**src/rtl/sched_pkg.sv**
```systemverilog
package sched_pkg;
   // Number of timestep queues needed for the longest burst with the widest interval.
   function automatic int ring_slots(input int cnt_w, input int isi_w);
      return (2 ** isi_w) * ((2 ** cnt_w) - 1) + 1;
   endfunction
endpackage

```
**src/rtl/sched_fifo.sv**
```systemverilog
module sched_fifo #(
   parameter int WIDTH = 8,
   parameter int DEPTH = 4
) (
   input  logic             clk,
   input  logic             rst_n,
   input  logic             push,
   input  logic [WIDTH-1:0] din,
   input  logic             pop,
   output logic [WIDTH-1:0] dout,
   output logic             empty,
   output logic             full
);
   localparam int PTR_W = $clog2(DEPTH);
   localparam int CNT_W = $clog2(DEPTH + 1);

   generate
      if (DEPTH < 2) begin : g_bad_depth
         $error("sched_fifo: DEPTH must be at least 2");
      end
      if (WIDTH < 1) begin : g_bad_width
         $error("sched_fifo: WIDTH must be positive");
      end
   endgenerate

   logic [WIDTH-1:0] mem [DEPTH];
   logic [PTR_W-1:0] wr_ptr, rd_ptr;
   logic [CNT_W-1:0] fill;
   logic             do_push, do_pop;

   function automatic logic [PTR_W-1:0] step(input logic [PTR_W-1:0] p);
      return (p == PTR_W'(DEPTH - 1)) ? '0 : p + 1'b1;
   endfunction

   assign empty   = (fill == '0);
   assign full    = (fill == CNT_W'(DEPTH));
   assign do_push = push && !full;
   assign do_pop  = pop && !empty;
   assign dout    = mem[rd_ptr];

   always_ff @(posedge clk) begin
      if (do_push) mem[wr_ptr] <= din;
   end

   always_ff @(posedge clk or negedge rst_n) begin
      if (!rst_n) begin
         wr_ptr <= '0;
         rd_ptr <= '0;
         fill   <= '0;
      end else begin
         if (do_push) wr_ptr <= step(wr_ptr);
         if (do_pop)  rd_ptr <= step(rd_ptr);
         case ({do_push, do_pop})
            2'b10:   fill <= fill + 1'b1;
            2'b01:   fill <= fill - 1'b1;
            default: fill <= fill;
         endcase
      end
   end
endmodule

```
**src/rtl/burst_expander.sv**
```systemverilog
module burst_expander #(
   parameter int ADDR_W = 8,
   parameter int CNT_W  = 3,
   parameter int ISI_W  = 3,
   parameter int SLOT_W = 6
) (
   input  logic                            clk,
   input  logic                            rst_n,
   input  logic                            in_valid,
   input  logic [ADDR_W+CNT_W+ISI_W-1:0]   in_pkt,
   input  logic                            ss_full,
   output logic                            in_ready,
   output logic                            ss_push,
   output logic                            busy,
   output logic                            wr_en,
   output logic [SLOT_W-1:0]               wr_off,
   output logic [ADDR_W:0]                 wr_data,
   input  logic                            wr_full,
   output logic                            overflow
);
   localparam int PKT_W  = ADDR_W + CNT_W + ISI_W;
   localparam int STEP_W = ISI_W + 1;

   generate
      if (SLOT_W < STEP_W + CNT_W - 1) begin : g_bad_slot_w
         $error("burst_expander: SLOT_W too narrow for the largest offset");
      end
   endgenerate

   logic [ADDR_W-1:0] pkt_addr;
   logic [CNT_W-1:0]  pkt_cnt;
   logic [ISI_W-1:0]  pkt_isi;
   logic              is_burst, accept, last;

   logic [ADDR_W-1:0] b_addr;
   logic [CNT_W-1:0]  b_cnt, b_k;
   logic [STEP_W-1:0] b_step;
   logic [SLOT_W-1:0] b_off;

   assign pkt_addr = in_pkt[PKT_W-1 -: ADDR_W];
   assign pkt_cnt  = in_pkt[ISI_W +: CNT_W];
   assign pkt_isi  = in_pkt[ISI_W-1:0];
   assign is_burst = (pkt_cnt != '0);

   assign in_ready = !busy && (is_burst || !ss_full);
   assign accept   = in_valid && in_ready;
   assign ss_push  = accept && !is_burst;

   assign last    = (b_k == b_cnt);
   assign wr_en   = busy;
   assign wr_off  = b_off;
   assign wr_data = {last, b_addr};

   always_ff @(posedge clk or negedge rst_n) begin
      if (!rst_n) begin
         busy     <= 1'b0;
         b_addr   <= '0;
         b_cnt    <= '0;
         b_k      <= '0;
         b_step   <= '0;
         b_off    <= '0;
         overflow <= 1'b0;
      end else begin
         if (busy) begin
            if (wr_full) overflow <= 1'b1;
            if (last) begin
               busy <= 1'b0;
            end else begin
               b_k   <= b_k + 1'b1;
               b_off <= b_off + SLOT_W'(b_step);
            end
         end else if (accept && is_burst) begin
            busy   <= 1'b1;
            b_addr <= pkt_addr;
            b_cnt  <= pkt_cnt;
            b_k    <= '0;
            b_step <= {1'b0, pkt_isi} + 1'b1;
            b_off  <= '0;
         end
      end
   end
endmodule

```
**src/rtl/slot_ring.sv**
```systemverilog
module slot_ring #(
   parameter int ENT_W     = 9,
   parameter int DEPTH     = 4,
   parameter int NUM_SLOTS = 57,
   parameter int PERIOD_W  = 16,
   parameter int PEND_W    = 4
) (
   input  logic                         clk,
   input  logic                         rst_n,
   input  logic [PERIOD_W-1:0]          tick_period,
   input  logic                         hold,
   input  logic                         wr_en,
   input  logic [$clog2(NUM_SLOTS)-1:0] wr_off,
   input  logic [ENT_W-1:0]             wr_data,
   output logic                         wr_full,
   input  logic                         pop,
   output logic [ENT_W-1:0]             head,
   output logic                         cur_empty
);
   localparam int SLOT_W = $clog2(NUM_SLOTS);
   localparam logic [PEND_W-1:0] PEND_MAX = {PEND_W{1'b1}};

   generate
      if (NUM_SLOTS < 2) begin : g_bad_slots
         $error("slot_ring: at least two slots required");
      end
      if (PEND_W < 1) begin : g_bad_pend
         $error("slot_ring: PEND_W must be positive");
      end
   endgenerate

   logic [PERIOD_W-1:0]  tcnt;
   logic                 tick, rotate;
   logic [PEND_W-1:0]    pend;
   logic [SLOT_W-1:0]    cur;
   logic [SLOT_W:0]      sum, tgt;
   logic [ENT_W-1:0]     slot_q [NUM_SLOTS];
   logic [NUM_SLOTS-1:0] empty_v, full_v;

   // Tick generator and deferred rotation bookkeeping.
   assign tick   = (tcnt >= tick_period);
   assign rotate = (tick || (pend != '0)) && cur_empty && !hold;

   always_ff @(posedge clk or negedge rst_n) begin
      if (!rst_n) begin
         tcnt <= '0;
         pend <= '0;
         cur  <= '0;
      end else begin
         tcnt <= tick ? '0 : tcnt + 1'b1;
         if (tick && !rotate && (pend != PEND_MAX)) pend <= pend + 1'b1;
         else if (!tick && rotate)                  pend <= pend - 1'b1;
         if (rotate) cur <= (cur == SLOT_W'(NUM_SLOTS - 1)) ? '0 : cur + 1'b1;
      end
   end

   // Target slot for a write, modulo the ring size.
   assign sum = {1'b0, cur} + {1'b0, wr_off};
   assign tgt = (sum >= (SLOT_W+1)'(NUM_SLOTS)) ? sum - (SLOT_W+1)'(NUM_SLOTS) : sum;

   genvar s;
   generate
      for (s = 0; s < NUM_SLOTS; s++) begin : g_slot
         sched_fifo #(.WIDTH(ENT_W), .DEPTH(DEPTH)) u_q (
            .clk   (clk),
            .rst_n (rst_n),
            .push  (wr_en && (tgt == (SLOT_W+1)'(s))),
            .din   (wr_data),
            .pop   (pop && (cur == SLOT_W'(s))),
            .dout  (slot_q[s]),
            .empty (empty_v[s]),
            .full  (full_v[s])
         );
      end
   endgenerate

   assign head      = slot_q[cur];
   assign cur_empty = empty_v[cur];
   assign wr_full   = full_v[tgt[SLOT_W-1:0]];
endmodule

```
**src/rtl/burst_spike_scheduler.sv**
```systemverilog
module burst_spike_scheduler #(
   parameter int ADDR_W     = 8,
   parameter int CNT_W      = 3,
   parameter int ISI_W      = 3,
   parameter int SS_DEPTH   = 32,
   parameter int SLOT_DEPTH = 4,
   parameter int PERIOD_W   = 16,
   parameter int PEND_W     = 4
) (
   input  logic                          clk,
   input  logic                          rst_n,
   input  logic                          in_valid,
   output logic                          in_ready,
   input  logic [ADDR_W+CNT_W+ISI_W-1:0] in_pkt,
   input  logic [PERIOD_W-1:0]           tick_period,
   output logic                          out_valid,
   input  logic                          out_ready,
   output logic [ADDR_W-1:0]             out_addr,
   output logic                          burst_end,
   output logic [ADDR_W-1:0]             burst_end_addr,
   output logic                          slot_overflow
);
   localparam int NUM_SLOTS = sched_pkg::ring_slots(CNT_W, ISI_W);
   localparam int SLOT_W    = $clog2(NUM_SLOTS);
   localparam int ENT_W     = ADDR_W + 1;

   generate
      if (ADDR_W < 1 || CNT_W < 1 || ISI_W < 1) begin : g_bad_fields
         $error("burst_spike_scheduler: packet fields must be non-empty");
      end
      if (NUM_SLOTS * SLOT_DEPTH * ENT_W > 8192) begin : g_too_big
         $error("burst_spike_scheduler: ring storage exceeds the supported size");
      end
   endgenerate

   logic              ss_push, ss_pop, ss_empty, ss_full;
   logic [ADDR_W-1:0] ss_head;
   logic              dec_busy, wr_en, wr_full;
   logic [SLOT_W-1:0] wr_off;
   logic [ENT_W-1:0]  wr_data, ring_head;
   logic              ring_empty, ring_pop, handshake;

   burst_expander #(
      .ADDR_W (ADDR_W), .CNT_W (CNT_W), .ISI_W (ISI_W), .SLOT_W (SLOT_W)
   ) u_expand (
      .clk      (clk),
      .rst_n    (rst_n),
      .in_valid (in_valid),
      .in_pkt   (in_pkt),
      .ss_full  (ss_full),
      .in_ready (in_ready),
      .ss_push  (ss_push),
      .busy     (dec_busy),
      .wr_en    (wr_en),
      .wr_off   (wr_off),
      .wr_data  (wr_data),
      .wr_full  (wr_full),
      .overflow (slot_overflow)
   );

   sched_fifo #(.WIDTH(ADDR_W), .DEPTH(SS_DEPTH)) u_single (
      .clk   (clk),
      .rst_n (rst_n),
      .push  (ss_push),
      .din   (in_pkt[ADDR_W+CNT_W+ISI_W-1 -: ADDR_W]),
      .pop   (ss_pop),
      .dout  (ss_head),
      .empty (ss_empty),
      .full  (ss_full)
   );

   slot_ring #(
      .ENT_W (ENT_W), .DEPTH (SLOT_DEPTH), .NUM_SLOTS (NUM_SLOTS),
      .PERIOD_W (PERIOD_W), .PEND_W (PEND_W)
   ) u_ring (
      .clk         (clk),
      .rst_n       (rst_n),
      .tick_period (tick_period),
      .hold        (dec_busy),
      .wr_en       (wr_en),
      .wr_off      (wr_off),
      .wr_data     (wr_data),
      .wr_full     (wr_full),
      .pop         (ring_pop),
      .head        (ring_head),
      .cur_empty   (ring_empty)
   );

   // Strict priority: single spikes first, then the current timestep.
   assign out_valid      = !ss_empty || !ring_empty;
   assign out_addr       = !ss_empty ? ss_head : ring_head[ADDR_W-1:0];
   assign handshake      = out_valid && out_ready;
   assign ss_pop         = handshake && !ss_empty;
   assign ring_pop       = handshake && ss_empty;
   assign burst_end      = ring_pop && ring_head[ADDR_W];
   assign burst_end_addr = ring_head[ADDR_W-1:0];
endmodule

```
**config.mk**
```make
export PLATFORM = sky130hd
export DESIGN_NAME = burst_spike_scheduler
export DESIGN_NICKNAME = d
export VERILOG_FILES = /design/src/rtl/sched_pkg.sv /design/src/rtl/sched_fifo.sv /design/src/rtl/burst_expander.sv /design/src/rtl/slot_ring.sv /design/src/rtl/burst_spike_scheduler.sv
export SDC_FILE = /design/constraint.sdc
export NUM_CORES = 2
export LEC_CHECK = 0
export ABC_AREA = 1
export BUFFER_PORTS_ARGS = -buffer_cell sky130_fd_sc_hd__buf_4
export CORE_MARGIN = 2
export CORE_UTILIZATION = 60
export DETAILED_ROUTE_END_ITERATION = 12
export GPL_ROUTABILITY_DRIVEN = 1
export HOLD_SLACK_MARGIN = 0.05
export PLACE_DENSITY = 0.77
export SETUP_SLACK_MARGIN = 0.3
export SYNTH_ARGS = -nofsm -noshare
export SYNTH_HDL_FRONTEND = slang
export SYNTH_SLANG_ARGS = --single-unit
```
**constraint.sdc**
```tcl
create_clock -name clk -period 9 [get_ports clk]
set_input_delay 0.9 -clock clk [delete_from_list [all_inputs] [get_ports clk]]
set_output_delay 0.9 -clock clk [all_outputs]
set_load 0.03 [all_outputs]
```
-- Word level (Yosys, flattened, before mapping)
Memory sizes are Yosys's and may differ from the RTL's.
Cells that the tools add are included.
- bits in registers: 467
- bits in writable memories: 2308
- input port bits: 34
- word-level logic and storage cells: 1699
- memories kept: 58
- memory list (name ; depth ; bits a word ; rd ports ; clocked after Yosys merged registers in ; wr ports ; RTL line ; source):
    u_single.mem ; 32 ; 8 ; 1 ; 0 ; 1 ; sched_fifo.sv:26 ; logic [WIDTH-1:0] mem [DEPTH];
    u_ring.g_slot[0].u_q.mem ; 4 ; 9 ; 1 ; 0 ; 1 ; sched_fifo.sv:26 ;
    u_ring.g_slot[10].u_q.mem ; 4 ; 9 ; 1 ; 0 ; 1 ; sched_fifo.sv:26 ;
    u_ring.g_slot[11].u_q.mem ; 4 ; 9 ; 1 ; 0 ; 1 ; sched_fifo.sv:26 ;
    u_ring.g_slot[12].u_q.mem ; 4 ; 9 ; 1 ; 0 ; 1 ; sched_fifo.sv:26 ;
    u_ring.g_slot[13].u_q.mem ; 4 ; 9 ; 1 ; 0 ; 1 ; sched_fifo.sv:26 ;
    52 more memories ; -- ; -- ; -- ; -- ; -- ; -- ;
- add/subtract/negate cells: 241
- magnitude comparators: 5
- equal/unequal tests: 405
- multiplexer cells: 312
- bitwise gates (word level): 2
- reduce and logical (&&, ||, !) cells: 492
- operator list (kind ; number):
    2-bit == test, second input constant ; 172
    3-bit case mux with 2 select lines ; 57
    1-bit logical AND ; 243
    2-bit by 1-bit adder with 2-bit output, second input constant ; 114
    2-bit two-way mux ; 114
    7-bit by 6-bit == test with 1-bit output, second input constant ; 25
    3-bit by 1-bit adder with 3-bit output, second input constant ; 58
    3-bit == test, second input constant ; 57
    3-bit logical NOT ; 57
    3-bit by 1-bit subtractor with 3-bit output, second input constant ; 57
    6-bit == test, second input constant ; 26
    1-bit logical NOT ; 121
    1-bit two-way mux ; 121
    2-bit nonzero test ; 60
    2-bit by 1-bit == test with 1-bit output, second input constant ; 58
    7-bit by 5-bit == test with 1-bit output, second input constant ; 16
    6-bit by 5-bit == test with 1-bit output, second input constant ; 16
    7-bit by 4-bit == test with 1-bit output, second input constant ; 8
    9-bit binary-select mux with 6-bit select ; 1
    6-bit by 4-bit == test with 1-bit output, second input constant ; 8
    7-bit by 3-bit == test with 1-bit output, second input constant ; 4
    6-bit by 3-bit == test with 1-bit output, second input constant ; 4
    6-bit two-way mux ; 4
    9-bit two-way mux ; 2
    38 further kinds ; 54

-- Longest topological paths before layout
- word-level depth: 11
- depth in mapped cells: 29
- mapped depth without buffers: 29

-- Cells and area by module
A second synthesis with hierarchy kept.
- cells, all modules: 12360
- area total of the unflattened synthesis: 135065.8 um2
- modules (own cells, without submodules) (module ; times used ; cells each ; area each (um2) ; sequential area each (um2)):
    sched_fifo (u_ring.g_slot[11].u_q ...) ; 46 ; 165 ; 1990.7 ; 1256.2
    sched_fifo (u_ring.g_slot[0].u_q ...) ; 8 ; 165 ; 1985.7 ; 1256.2
    sched_fifo (u_single) ; 1 ; 1150 ; 11923.9 ; 8087.8
    slot_ring ; 1 ; 1613 ; 8276.7 ; 650.6
    sched_fifo (u_ring.g_slot[10].u_q ...) ; 3 ; 165 ; 1959.4 ; 1256.2
    burst_expander ; 1 ; 158 ; 1365.1 ; 650.6
    burst_spike_scheduler ; 1 ; 34 ; 166.4 ; 0.0

-- Least setup slack after synthesis
Ideal clock, no wire load.
- path type: register -> register
- start point: reg u_expand.b_k[0]
- end point: reg u_expand.b_off[5], in the netlist u_expand.wr_off[5]
- library setup time: 77 ps
- arrival time: 4750 ps
- required time: 8923 ps
- slack: 4172 ps
- stages on the path, launching flop included: 9
- buffers on the path: 0
- period minus slack after synthesis: 4828 ps
- cell sequence: dfrtp_1 xnor2_1 and3_1 inv_1 nand2_1 nand2_1 o211ai_1 o21ai_0 a21oi_1
- word-level cells in the longest chain between the ends: 3
- RTL lines (what ; RTL line ; source):
    start: declaration ; burst_expander.sv:36 ; logic [CNT_W-1:0] b_cnt, b_k;
    start signal: assignment ; burst_expander.sv:69 ; b_k <= b_k + 1'b1;
    3-bit == test ; burst_expander.sv:49 ; assign last = (b_k == b_cnt);
    named net u_expand.last ; burst_expander.sv:33 ; logic is_burst, accept, last;
    2-bit inequality test (no line) ; -- ;
    2-bit AND reduction (no line) ; -- ;
    end signal: assignment ; burst_expander.sv:70 ; b_off <= b_off + SLOT_W'(b_step);
    end: declaration ; burst_expander.sv:38 ; logic [SLOT_W-1:0] b_off;
The timed path passes the listed nets, and every way through them passes these cells.
A chain may end at the register's enable or synchronous reset.

-- Worst setup path after layout
- start point: reg u_ring.cur[0]
- end point: out out_addr[6]
- word-level cells in the longest chain between the ends: 5
- RTL lines (what ; RTL line ; source):
    start: declaration ; slot_ring.sv:35 ; logic [SLOT_W-1:0] cur;
    start signal: assignment ; slot_ring.sv:53 ; if (rotate) cur <= (cur == SLOT_W'(NUM_SLOTS - 1)) ? '0 : cur + 1'b1;
    6-bit inverter with 7-bit output (implied by the code) ; slot_ring.sv:77 ; assign head = slot_q[cur];
    9-bit binary-select mux with 6-bit select ; slot_ring.sv:77 ;
    9-bit two-way mux (implied by the code) (2 in series) ; slot_ring.sv:77 ;
    8-bit two-way mux ; burst_spike_scheduler.sv:91 ; assign out_addr = !ss_empty ? ss_head : ring_head[ADDR_W-1:0];
    end: declaration ; burst_spike_scheduler.sv:18 ; output logic [ADDR_W-1:0] out_addr,
Every way passes these cells. The select of a mux whose other input is x is not followed.

==> flow_metrics.py <==
metrics = {
    "outcome": {
        "status": "finished clean",
    },
    "route": {
        "first_pass_iters": 12,
        "vias": 82000,
        "drt-initial-drc-count": 11300,
        "ant_nets": 0,
        "avgRoutedWirePerCell_microns": 24.3,
        "wl_microns": 320000,
        "drcViolationCount": 0,
        "viasPerCell": 6.23,
    },
    "synthesis": {
        "avgSynthCellArea_sq_um": 11.8,
        "ys_warn_count": 0,
        "synth_mux_area_share_pct": 0.159,
        "synth-simple-area-share_pct": 10.9,
        "yosysSeqAreaShare_pct": 67.5,
        "netlist_area_sq_um": 120000,
        "synth_cell_types": 62,
        "synth_compound_area_share_pct": 11.4,
        "ys_seq_elements": 2775,
        "synth_cells": 10200,
        "synthAdderAreaFrac_pct": 5.10,
        "synthXorXnorAreaFrac_pct": 0.970,
        "synth_top_family_by_area": "compound AO/OA/AOI/OAI gates",
        "synth_nets": 10700,
    },
    "sta": {
        "slew_viol_final": 0,
        "setup_viol": 0,
        "period_minus_slack_ns": 6.84,
        "rsz0062_at_grt": "false",
        "setup_tns_ns": 0,
        "slew_headroom_pct": 10.7,
        "final_hold_viol_count": 0,
        "fin_skew_ns": 0.0730,
        "fin_crit_sh_pct": 76.0,
        "max_freq_mhz": 146,
        "tightest_slew_ns": 1.33,
    },
    "grt": {
        "grt_overflow": 0,
        "grt_pass1_vias": 79500,
        "grt_pass1_wl_microns": 480000,
        "grtUsageTotal_pct": 31.1,
        "grt_max_degree": 122,
        "antenna_found_initial": 12,
    },
    "power": {
        "powerDensity_nw_per_um2": 280,
        "irDropWorstVdd_uv": 491,
        "p_leak_nw": 47.5,
    },
    "cts": {
        "cts_resized": 0,
        "cts.clk_slew.worst_paths_ns": 0.07,
        "cts_setup_buffers": 0,
        "cts-root-buf": "clkbuf_16",
        "cts_sinks": 2775,
        "cts_tree": "yes",
        "clock_latency_ns": 0.95,
        "htreeDepth": 5,
        "tritoncts.num_buffers": 293,
        "clk_path_buf_depth": 4,
    },
    "min_path": {
        "hold_depth": 3,
        "whs_endpoint": "u_expand.b_step[3]$_DFFE_PN0P_",
        "hold_start": "in_pkt[1]",
        "hold_path_class": "in2reg",
    },
    "final_layout": {
        "final_cell_mix": "2308 x edfxtp_1, 1702 x nor2_1, 1421 x o21ai_0",
        "final_common_cell": "edfxtp_1",
        "final_net_count": 10800,
        "final_util_pct": 66.4,
        "fill_cells": 13900,
        "drive_gt1_share_pct": 6.77,
        "area_growth_pct": 10.4,
    },
    "die": {
        "core_area_sq_um": 199000,
        "rows": 164,
        "num_io_pins": 54,
        "die_x_microns": 451,
        "start_util_pct": 60.2,
        "dieArea_sq_um": 204000,
        "die_y_microns": 451,
    },
    "placed_design": {
        "globalplace.congestion": 1.02,
        "dp_hpwl_microns": 204000,
        "io_buffers": 53,
    },
    "critical_path": {
        "cp_slowest_cell": "a221oi_1",
        "setup.worst_path.start_class": "flip-flop",
        "reg2reg_depth": 22,
        "worst-setup-path-type": "reg2out",
        "crit_fanout": 46,
        "path_cells": "inv_1 -> nand2_1 -> inv_4 -> buf_4 -> a22o_1 -> a221oi_1 -> o22ai_1 -> o21ai_0 -> nand2_1 -> nand2_1 -> nand2_1 -> buf_4",
        "slowest_delay_ns": 1.00,
        "cp-end-kind": "primary output",
        "worstPathArrival_ns": 5.94,
        "crit_top_cell": "nand2_1",
        "worstReg2RegStart": "u_ring.cur[0]$_DFFE_PN0P_",
        "r2r_setup_slack_ns": 2.81,
        "worstPathRequired_ns": 8.10,
        "r2r_end": "u_ring.g_slot[18].u_q.fill[2]$_DFFE_PN0P_",
    },
    "job": {
        "maxCapViolCount": 0,
    },
}
metal layers:
| metal | GRT usage [%] | vias up | share of wire [%] |
|---|---|---|---|
| met1 | 42.0 | 40000 | 38 |
| met5 | 0 | - | 0.099 |
| met4 | 15.1 | 18 | 5.3 |
| met2 | 47.3 | 4646 | 45 |
| li1 | - | 36300 | - |
| met3 | 7.82 | 921 | 11 |
report_power, final:
part	internal (mW)	switching, mW	total [mW]
clock network	7.02	4.89	11.9
logic	1.90	5.87	7.77
registers	16.3	1.05	17.4
total	25.2	11.8	37.0
logic make-up after synthesis:
| family | after synthesis |
|---|---|
| buffers and inverters | 1252 |
| muxes | 17 |
| xor gates and xnor gates | 132 |
| adders and majority gates | 452 |
| DFF | 2775 |
| and+or+nand+nor | 3152 |
| AOI/OAI and AO/OA | 2413 |
sequential cells by signal (all words and copies together) (netlist names), 3 cells and up:
name	count
u_ring.g_slot.u_q.wr_ptr	114
u_single.wr_ptr	5
u_expand.b_k	3
u_expand.b_step	4
u_single.fill	6
u_single.rd_ptr	5
u_single.mem	256
u_expand.wr_off	6
u_ring.tcnt	16
u_ring.pend	4
u_ring.g_slot.u_q.rd_ptr	114
u_expand.b_cnt	3
u_ring.g_slot.u_q.fill	171
u_ring.g_slot.u_q.mem	2052
u_expand.b_addr	8
u_ring.cur	6
synth_stat cells (all sizes together):
| master | number | share of area, % |
|---|---|---|
| o211ai | 31 | 0.19 |
| nor4 | 7 | 0.037 |
| nor3 | 136 | 0.64 |
| fa | 61 | 1.0 |
| clkbuf | 307 | 0.96 |
| mux2 | 16 | 0.15 |
| xnor2 | 72 | 0.53 |
| nand2 | 1033 | 3.3 |
| a221oi | 42 | 0.31 |
| o21a | 2 | 0.013 |
| a211oi | 2 | 0.013 |
| or2 | 2 | 0.010 |
| xor2 | 60 | 0.44 |
| mux2i | 1 | 0.0083 |
| ha | 391 | 4.1 |
| nand3b | 9 | 0.056 |
| inv | 847 | 2.7 |
| buf | 36 | 0.15 |
| o22ai | 508 | 2.6 |
| o221ai | 72 | 0.53 |
| a41oi | 38 | 0.28 |
| o21bai | 1 | 0.0063 |
| a31oi | 4 | 0.021 |
| a22oi | 3 | 0.019 |
| o2111ai | 2 | 0.015 |
| o21ai | 1438 | 6.0 |
| nand4 | 75 | 0.42 |
| nand3 | 158 | 0.88 |
| dfrtp | 467 | 9.7 |
| a21oi | 213 | 0.90 |
| a21boi | 1 | 0.0063 |
| o32ai | 9 | 0.066 |
| edfxtp | 2308 | 58 |
| nor3b | 2 | 0.013 |
| clkinv | 62 | 0.19 |
| o2bb2ai | 1 | 0.0073 |
| o31ai | 1 | 0.0063 |
| a32o | 11 | 0.092 |
| and3 | 1 | 0.0052 |
| a22o | 34 | 0.25 |
| nor2 | 1729 | 5.6 |
worst max-delay path by stage:
| stage | from | end | slack (ns) | cells after the start |
|---|---|---|---|---|
| after floorplan | u_expand.b_k[0]$_DFFE_PN0P_ | u_expand.wr_off[5]$_DFFE_PN0P_ | 4.17 | 8 |
| after global placement | u_ring.cur[0]$_DFFE_PN0P_ | u_ring.g_slot[18].u_q.fill[2]$_DFFE_PN0P_ | 3.23 | 22 |
| after CTS | u_ring.cur[0]$_DFFE_PN0P_ | out_addr[6] | 2.52 | 12 |
| after global routing | u_ring.cur[0]$_DFFE_PN0P_ | out_addr[6] | 2.16 | 12 |
| final | u_ring.cur[0]$_DFFE_PN0P_ | out_addr[6] | 2.16 | 12 |
| after detailed placement | u_ring.cur[0]$_DFFE_PN0P_ | u_ring.g_slot[18].u_q.fill[2]$_DFFE_PN0P_ | 3.15 | 22 |
layout make-up:
class | count | area [sq um] | area share [%]
antenna | 2 | 5.00 | 0.00378
clock buffer | 385 | 8090 | 6.11
clock inverter | 126 | 1250 | 0.941
inverter | 909 | 3430 | 2.59
multi-input combinational | 6166 | 34300 | 25.9
sequential | 2775 | 81000 | 61.2
tap | 2656 | 3320 | 2.51
timing repair buffer | 131 | 1020 | 0.769
what timing repair did:
action	CTS	global route
setup endpoints to repair	0	0
hold buffers	1	0
hold endpoints to repair	31	0
worst max-delay path, delay by kind of cell, from the launching register on:
kind / cells / cell delay [ns]
buffers and inverters: 4 / 1.19
AOI/OAI and AO/OA: 4 / 2.08
DFF: 1 / 0.51
and+or+nand+nor: 4 / 1.14
metrics by stage:
stage | instances | power [mW] | setup WS, ns | cell area (sq um) | hold slack [ns]
after floorplan | 10200 | 22.4 | 4.17 | 120000 | 0.446
after global placement | 12600 | 24.7 | 3.23 | 123000 | 0.462
after detailed placement | 12600 | 25.1 | 3.15 | 123000 | 0.470
after CTS | 13100 | 36.9 | 2.52 | 132000 | 0.190
after global routing | 13100 | 38.4 | 2.16 | 132000 | 0.236
final | 13200 | 37.0 | 2.16 | 132000 | 0.256
(Power assumes the default switching activity.)
